<file path="src/rtl/bsc_pkg.sv">
package bsc_pkg;

    localparam int unsigned LANE_W  = 9;
    localparam int unsigned CHAIN_W = 2 * LANE_W;
    localparam int unsigned FB_HI   = LANE_W - 1;
    localparam int unsigned FB_LO   = 4;

    typedef logic [LANE_W-1:0] lane_t;

    typedef struct packed {
        lane_t a;
        lane_t b;
    } cells_t;

    typedef enum logic [3:0] {
        MD_SAMPLE = 4'd0,
        MD_DRIVE  = 4'd1,
        MD_CLAMP  = 4'd2,
        MD_ISOL   = 4'd3,
        MD_SIG    = 4'd4,
        MD_PAT    = 4'd5,
        MD_COUNT  = 4'd6,
        MD_SIGCNT = 4'd7,
        MD_TOGGLE = 4'd8
    } mode_t;

    typedef enum logic [1:0] {
        GEN_NONE,
        GEN_PAT,
        GEN_COUNT,
        GEN_TOGGLE
    } gen_t;

    typedef enum logic [1:0] {
        OS_FUNC,
        OS_HOLD_FUNC_OE,
        OS_HOLD_OFF,
        OS_HOLD_SELF
    } outsel_t;

    typedef struct packed {
        logic    bypass;
        logic    sig;
        gen_t    gen;
        outsel_t outsel;
    } ctl_t;

    function automatic lane_t lane_lfsr(lane_t s);
        return {s[LANE_W-2:0], s[FB_HI] ^ s[FB_LO]};
    endfunction

    function automatic ctl_t mode_decode(mode_t m);
        ctl_t c;
        c.bypass = 1'b0;
        c.sig    = 1'b0;
        c.gen    = GEN_NONE;
        c.outsel = OS_FUNC;
        case (m)
            MD_DRIVE:  c.outsel = OS_HOLD_FUNC_OE;
            MD_CLAMP:  begin c.bypass = 1'b1; c.outsel = OS_HOLD_FUNC_OE; end
            MD_ISOL:   begin c.bypass = 1'b1; c.outsel = OS_HOLD_OFF; end
            MD_SIG:    begin c.sig = 1'b1; c.outsel = OS_HOLD_SELF; end
            MD_PAT:    begin c.gen = GEN_PAT; c.outsel = OS_HOLD_SELF; end
            MD_COUNT:  begin c.gen = GEN_COUNT; c.outsel = OS_HOLD_SELF; end
            MD_SIGCNT: begin c.sig = 1'b1; c.gen = GEN_COUNT; c.outsel = OS_HOLD_SELF; end
            MD_TOGGLE: begin c.gen = GEN_TOGGLE; c.outsel = OS_HOLD_FUNC_OE; end
            default:   c.outsel = OS_FUNC;
        endcase
        return c;
    endfunction

endpackage

</file>
<file path="src/rtl/bsc_chain.sv">
module bsc_chain
    import bsc_pkg::*;
(
    input  logic   clk,
    input  logic   rst,
    input  ctl_t   ctl,
    input  logic   capture_en,
    input  logic   shift_en,
    input  logic   step_en,
    input  logic   tdi,
    input  lane_t  a_pin,
    input  lane_t  b_pin,
    input  lane_t  mask,
    output cells_t sh_q,
    output logic   byp_q
);

    cells_t sh_d;
    logic   byp_d;

    always_comb begin
        sh_d  = sh_q;
        byp_d = byp_q;
        if (ctl.bypass) begin
            if (capture_en)    byp_d = 1'b0;
            else if (shift_en) byp_d = tdi;
        end else begin
            if (capture_en) begin
                sh_d.a = a_pin;
                sh_d.b = b_pin;
            end else if (shift_en) begin
                sh_d = cells_t'({sh_q[CHAIN_W-2:0], tdi});
            end else if (step_en && ctl.sig) begin
                sh_d.a = lane_lfsr(sh_q.a) ^ (a_pin & mask);
            end
        end
    end

    always_ff @(posedge clk) begin
        if (rst) begin
            sh_q  <= '0;
            byp_q <= 1'b0;
        end else begin
            sh_q  <= sh_d;
            byp_q <= byp_d;
        end
    end

    // serial input lands in B bit 1
    a_r3_shift_entry: assert property (@(posedge clk) disable iff (rst)
        (!ctl.bypass && shift_en && !capture_en) |=> (sh_q[0] == $past(tdi)));

    // cells frozen while the bypass path is in use
    a_r5_chain_frozen: assert property (@(posedge clk) disable iff (rst)
        ctl.bypass |=> $stable(sh_q));

    // signature steps leave the B cells alone
    a_r7_b_side_kept: assert property (@(posedge clk) disable iff (rst)
        (!ctl.bypass && ctl.sig && step_en) |=> $stable(sh_q.b));

endmodule

</file>
<file path="src/rtl/bsc_hold.sv">
module bsc_hold
    import bsc_pkg::*;
(
    input  logic   clk,
    input  logic   rst,
    input  ctl_t   ctl,
    input  logic   update_en,
    input  logic   step_en,
    input  cells_t sh_d,
    output cells_t up_q
);

    cells_t up_d;
    lane_t  pat_next;

    always_comb begin
        pat_next = (up_q.b == '0) ? lane_t'(1) : lane_lfsr(up_q.b);
    end

    always_comb begin
        up_d = up_q;
        if (!ctl.bypass) begin
            if (update_en) begin
                up_d = sh_d;
            end else if (step_en) begin
                case (ctl.gen)
                    GEN_PAT:    up_d.b = pat_next;
                    GEN_COUNT:  up_d.b = up_q.b + lane_t'(1);
                    GEN_TOGGLE: up_d   = ~up_q;
                    default:    up_d   = up_q;
                endcase
            end
        end
    end

    always_ff @(posedge clk) begin
        if (rst) up_q <= '0;
        else     up_q <= up_d;
    end

    // pattern generator never sits at zero after a tick
    a_r8_never_zero: assert property (@(posedge clk) disable iff (rst)
        (!ctl.bypass && ctl.gen == GEN_PAT && step_en && !update_en) |=> (up_q.b != '0));

    // counter advances by one
    a_r9_count_step: assert property (@(posedge clk) disable iff (rst)
        (!ctl.bypass && ctl.gen == GEN_COUNT && step_en && !update_en)
        |=> (up_q.b == lane_t'($past(up_q.b) + lane_t'(1))));

    // toggle inverts every hold cell
    a_r11_toggle_all: assert property (@(posedge clk) disable iff (rst)
        (!ctl.bypass && ctl.gen == GEN_TOGGLE && step_en && !update_en)
        |=> (up_q == ~$past(up_q)));

    // hold cells untouched on the bypass path
    a_r5_hold_frozen: assert property (@(posedge clk) disable iff (rst)
        ctl.bypass |=> $stable(up_q));

endmodule

</file>
<file path="src/rtl/bsc_pinmux.sv">
module bsc_pinmux
    import bsc_pkg::*;
(
    input  ctl_t   ctl,
    input  cells_t up_q,
    input  cells_t sh_q,
    input  logic   byp_q,
    input  lane_t  a_func,
    input  lane_t  b_func,
    input  logic   a_func_oe,
    input  logic   b_func_oe,
    output lane_t  a_out,
    output lane_t  b_out,
    output logic   a_oe,
    output logic   b_oe,
    output logic   tdo
);

    always_comb begin
        tdo = ctl.bypass ? byp_q : sh_q[CHAIN_W-1];
        case (ctl.outsel)
            OS_HOLD_FUNC_OE: begin
                a_out = up_q.a;  b_out = up_q.b;
                a_oe  = a_func_oe; b_oe = b_func_oe;
            end
            OS_HOLD_OFF: begin
                a_out = up_q.a;  b_out = up_q.b;
                a_oe  = 1'b0;    b_oe  = 1'b0;
            end
            OS_HOLD_SELF: begin
                a_out = up_q.a;  b_out = up_q.b;
                a_oe  = 1'b0;    b_oe  = 1'b1;
            end
            default: begin
                a_out = a_func;  b_out = b_func;
                a_oe  = a_func_oe; b_oe = b_func_oe;
            end
        endcase
    end

endmodule

</file>
<file path="src/rtl/bscan_dual_cell.sv">
module bscan_dual_cell
    import bsc_pkg::*;
(
    input  logic              clk,
    input  logic              rst,
    input  logic [3:0]        mode,
    input  logic              capture_en,
    input  logic              shift_en,
    input  logic              update_en,
    input  logic              idle_tick,
    input  logic              tdi,
    output logic              tdo,
    input  logic [LANE_W-1:0] a_pin,
    input  logic [LANE_W-1:0] b_pin,
    input  logic [LANE_W-1:0] a_func,
    input  logic [LANE_W-1:0] b_func,
    input  logic              a_func_oe,
    input  logic              b_func_oe,
    output logic [LANE_W-1:0] a_out,
    output logic [LANE_W-1:0] b_out,
    output logic              a_oe,
    output logic              b_oe
);

    ctl_t   ctl;
    logic   step_en;
    cells_t sh_q;
    cells_t up_q;
    logic   byp_q;

    always_comb begin
        ctl     = mode_decode(mode_t'(mode));
        step_en = idle_tick && !capture_en && !shift_en && !update_en;
    end

    bsc_chain u_chain (
        .clk        (clk),
        .rst        (rst),
        .ctl        (ctl),
        .capture_en (capture_en),
        .shift_en   (shift_en),
        .step_en    (step_en),
        .tdi        (tdi),
        .a_pin      (a_pin),
        .b_pin      (b_pin),
        .mask       (up_q.a),
        .sh_q       (sh_q),
        .byp_q      (byp_q)
    );

    bsc_hold u_hold (
        .clk       (clk),
        .rst       (rst),
        .ctl       (ctl),
        .update_en (update_en),
        .step_en   (step_en),
        .sh_d      (sh_q),
        .up_q      (up_q)
    );

    bsc_pinmux u_pinmux (
        .ctl       (ctl),
        .up_q      (up_q),
        .sh_q      (sh_q),
        .byp_q     (byp_q),
        .a_func    (a_func),
        .b_func    (b_func),
        .a_func_oe (a_func_oe),
        .b_func_oe (b_func_oe),
        .a_out     (a_out),
        .b_out     (b_out),
        .a_oe      (a_oe),
        .b_oe      (b_oe),
        .tdo       (tdo)
    );

    // serial output quiet right after reset in sample mode
    a_r1_tdo_reset: assert property (@(posedge clk)
        (rst && mode == 4'd0) |=> (tdo == 1'b0));

    // sample mode is transparent
    a_r2_sample_pass: assert property (@(posedge clk) disable iff (rst)
        (mode == 4'd0) |-> (a_out == a_func && b_out == b_func));

    // isolate mode turns both drivers off
    a_r6_isolate_off: assert property (@(posedge clk) disable iff (rst)
        (mode == 4'd3) |-> (!a_oe && !b_oe));

    // a tick alongside a strobe does not alter the hold cells
    a_r12_tick_masked: assert property (@(posedge clk) disable iff (rst)
        (idle_tick && (capture_en || shift_en) && !update_en) |=> $stable(up_q));

endmodule

</file>
<file path="config.mk">
export PLATFORM = sky130hd
export DESIGN_NAME = bscan_dual_cell
export DESIGN_NICKNAME = d
export VERILOG_FILES = /design/src/rtl/bsc_pkg.sv /design/src/rtl/bsc_chain.sv /design/src/rtl/bsc_hold.sv /design/src/rtl/bsc_pinmux.sv /design/src/rtl/bscan_dual_cell.sv
export SDC_FILE = /design/constraint.sdc
export NUM_CORES = 1
export LEC_CHECK = 0
export ABC_AREA = 1
export CORE_AREA = 2 2 90 92
export DETAILED_ROUTE_END_ITERATION = 10
export DIE_AREA = 0 0 92 94
export HOLD_SLACK_MARGIN = 0.08
export PLACE_DENSITY = 0.61
export SYNTH_ARGS = -nofsm -noshare
export SYNTH_HDL_FRONTEND = slang
export SYNTH_SLANG_ARGS = --single-unit
export TNS_END_PERCENT = 100
</file>
<file path="constraint.sdc">
create_clock -name clk -period 2.5 [get_ports clk]
set_input_delay 0.75 -clock clk [delete_from_list [all_inputs] [get_ports clk]]
set_output_delay 0.75 -clock clk [all_outputs]
set_load 0.05 [all_outputs]
</file>
==> metrics list <==
- Final Setup Violations: 18
- The initial antenna violation count came to 0.
- Residual antenna-violating net count after detailed routing: 0
- Share of layout cells above drive strength 1: 25.4%
* Clk_lat worst skew: 0.29 ns
- At the pin with the least slew margin, the transition time is 0.886 ns.
* Area Growth Syn to Fin: 66.4%
* Vias per Instance: 4.87
- Data required time of the critical path: 1.75 ns
- Congestion Overflow GR: 0
- In this run the power density over the cells is 456 nW/um^2.
* Cells after Synth: 426
* Routability congestion estimate from global placement: 0.873
- Final Cycle Share: 103%
- Input and output buffers added on the ports amount to 69.
- Worst hold path type: reg -> reg
- Total routed wirelength: 7.98 mm
- 70 I/O pins were placed.
* Initial core utilization: between 30% and 40%
* Number of flip-flops and latches in the synthesized netlist: 37
- In this run the deepest clock path goes through 2 buffers.
* Width of the die: slightly above 90 um
* Ys Warns: 0
- Wire length of the first global-routing pass: around 13 mm
- Nets: 575
* Startpoint kind of the worst setup timing path: input port
* Sink Count: 37
- The finished cells cover 4330 um^2.
- TritonCTS clock tree: built
* Post-layout min period: 2.58 ns
* Final setup margin: -0.0834 ns
* Worst hold slack: 0.500 ns
* Result of the run: finished, violations left
- For this design the static power due to leakage is around 1.8 nW.
- ANT cells: 0
- On the final layout, the worst clock skew is 0.0113 ns.
* Sequential area share after synthesis: 28.5%
* Critical path peak fanout: 8
- The max-slew violation count came to 0.
* Most area-consuming cells after synthesis: sky130_fd_sc_hd__dfxtp_1, sky130_fd_sc_hd__nand2_1, sky130_fd_sc_hd__nor2_1
* Area leader, netlist: sky130_fd_sc_hd__dfxtp_1
- Average cell area after synthesis: 6.10 um^2
- The netlist uses 32 different library cells.
- RSZ-0062 raised after global routing: true
* Violation count after the first detailed-route iteration: 149
- Average routed wire per standard cell: ~13 um
* Mapped Nets: about 480
- Total clock buffers created by CTS: 5
* # Max-Cap Violations: 0
- The via count of the first global-routing pass came to 2833.
* Hpwl dp: 5.91 mm
* Post-placement cell area: around 3900 um^2
* Headroom to the max-slew limit: 40.7%
- Post-layout util: 56.9%
- F_max: 387 MHz
* Clock tree root driver cell: sky130_fd_sc_hd__clkbuf_8
- The checks that failed: negative setup slack.
- Entering global routing, the biggest net connects 31 pins.
- In this run the cell area of the synthesized design comes to ~2600 um^2.
- Remaining DRCs: 0
* Arrival time reported for the critical path endpoint: 1.83 ns
* CORE AREA: 7610 um^2
- Across the VDD grid, the largest voltage drop is 240 uV.
- Worst Path Class, Setup: in -> out
- CTS H-tree depth: 2
* Clock slew seen by the registers of the worst setup and hold paths: approximately 0.090 ns
- STA classifies the critical path endpoint as an output port.
- The first detailed-routing pass ran for 5 iterations.
- The die covers 8650 um^2.
* Std-Cell Rows: 32
- The count of final hold-check violations was 0.
- Yosys top cell area share: about 28%
* Count of vias placed by the detailed router: between 3k and 4k
- From bottom edge to top edge, the die measures 94 um.
* Total Routing Usage GR: 18.9%
stage by stage:
stage	TNS, ns	setup WS [ns]	total power [W]	std cells
detailed placement	-17.75	-0.522	0.00149	610
floorplan	0	0.0420	0.00115	426
finish	-0.889	-0.0834	0.00197	625
CTS	-0.715	-0.0575	0.00198	624
global placement	-16.45	-0.483	0.00148	610
global route	-1.67	-0.123	0.00209	625
cells by family after synthesis:
| group | Yosys count | share of synthesized area (%) |
|---|---|---|
| adders and majority gates | 4 | 1.93 |
| xor gates and xnor gates | 9 | 3.03 |
| buffers and inverters | 58 | 10.1 |
| muxes | 3 | 1.30 |
| DFF | 37 | 28.5 |
| AOI/OAI and AO/OA | 112 | 24.3 |
| and+or+nand+nor | 203 | 30.9 |
where the power goes:
part	total [W]	switching, W	internal (W)
logic	0.000862	0.000457	0.000405
registers	0.000689	0.0000497	0.000639
clock network	0.000422	0.000224	0.000198
total	0.00197	0.000730	0.00124
worst paths after layout:
path | startpoint | to | slack [ns] | depth (start not counted)
hold reg to reg | u_chain.sh_q[12] | u_hold.up_q[12] | 0.50 | 2
setup / recovery | mode[1] | a_out[4] | -0.08 | 8
setup reg to reg | u_hold.up_q[1] | u_hold.up_q[8] | 0.97 | 11
hold / removal | u_chain.sh_q[12] | u_hold.up_q[12] | 0.50 | 2
sequential cells by signal, summed over array words and instances (netlist names):
signal,cells
u_chain.byp_q,1
u_hold.up_q,18
u_chain.sh_q,18
what timing repair did:
action,CTS,global route
buffers inserted,4,1
setup endpoints to repair,38,33
gates resized for setup,71,9
pin swaps,10,6
endpoints found under the hold margin,0,0
hold buffers,0,0
gates cloned,2,0
routing by layer:
metal / part of all wire (%) / GRT usage, % / wire length [um]
met1: 46 / 24.7 / 3700
met2: 48 / 33.3 / 3800
met3: 5.1 / 2.89 / 407
met4: 0.75 / 3.73 / 60
met5: 0 / 0 / 0
cells in the final DEF, fill, tap and decap left out, types with 3 or more instances in the layout:
cell type / n
sky130_fd_sc_hd__nand2_1: 112
sky130_fd_sc_hd__nor2_1: 52
sky130_fd_sc_hd__o21ai_0: 47
sky130_fd_sc_hd__clkdlybuf4s50_1: 44
sky130_fd_sc_hd__dfxtp_1: 37
sky130_fd_sc_hd__buf_4: 32
sky130_fd_sc_hd__inv_1: 30
sky130_fd_sc_hd__buf_12: 20
sky130_fd_sc_hd__a31oi_1: 18
sky130_fd_sc_hd__nor2_4: 16
sky130_fd_sc_hd__a21oi_1: 16
sky130_fd_sc_hd__a21oi_4: 15
sky130_fd_sc_hd__nand3_1: 10
sky130_fd_sc_hd__xor2_1: 7
sky130_fd_sc_hd__inv_2: 6
sky130_fd_sc_hd__buf_8: 6
sky130_fd_sc_hd__a21oi_2: 5
sky130_fd_sc_hd__clkbuf_8: 5
sky130_fd_sc_hd__o21ai_1: 4
sky130_fd_sc_hd__ha_1: 4
sky130_fd_sc_hd__buf_6: 4
sky130_fd_sc_hd__nand2_2: 3
sky130_fd_sc_hd__nand2_4: 3
sky130_fd_sc_hd__mux2_4: 3
final cells by class:
cell class / instances / area, um^2
repair buffers: 109 / 1250
fillers: 721 / 3280
flip-flops and latches: 37 / 741
multi-input cells: 332 / 1970
inverters: 37 / 141
clock inverters: 3 / 22.5
clock buffers: 5 / 68.8
well taps: 102 / 128
Yosys cell counts (all sizes together):
library cell,instances
buf,15
xor2,7
inv,37
nor2,70
o211a,1
nand3,11
o211ai,2
o21ai,52
o31ai,1
mux2,3
a21oi,36
dfxtp,37
a31oi,19
o22ai,1
ha,4
clkbuf,6
nand2,118
nand4,1
nor3,3
xnor2,2
critical path: stages:
cell,delay [ns]
sky130_fd_sc_hd__buf_8,0.10
sky130_fd_sc_hd__nor2_4,0.15
sky130_fd_sc_hd__nand3_4,0.16
sky130_fd_sc_hd__nand2_8,0.15
sky130_fd_sc_hd__buf_12,0.17
sky130_fd_sc_hd__nor2_4,0.05
sky130_fd_sc_hd__a21oi_4,0.15
sky130_fd_sc_hd__buf_12,0.15
No activity file was read; power rests on OpenSTA's default activity.
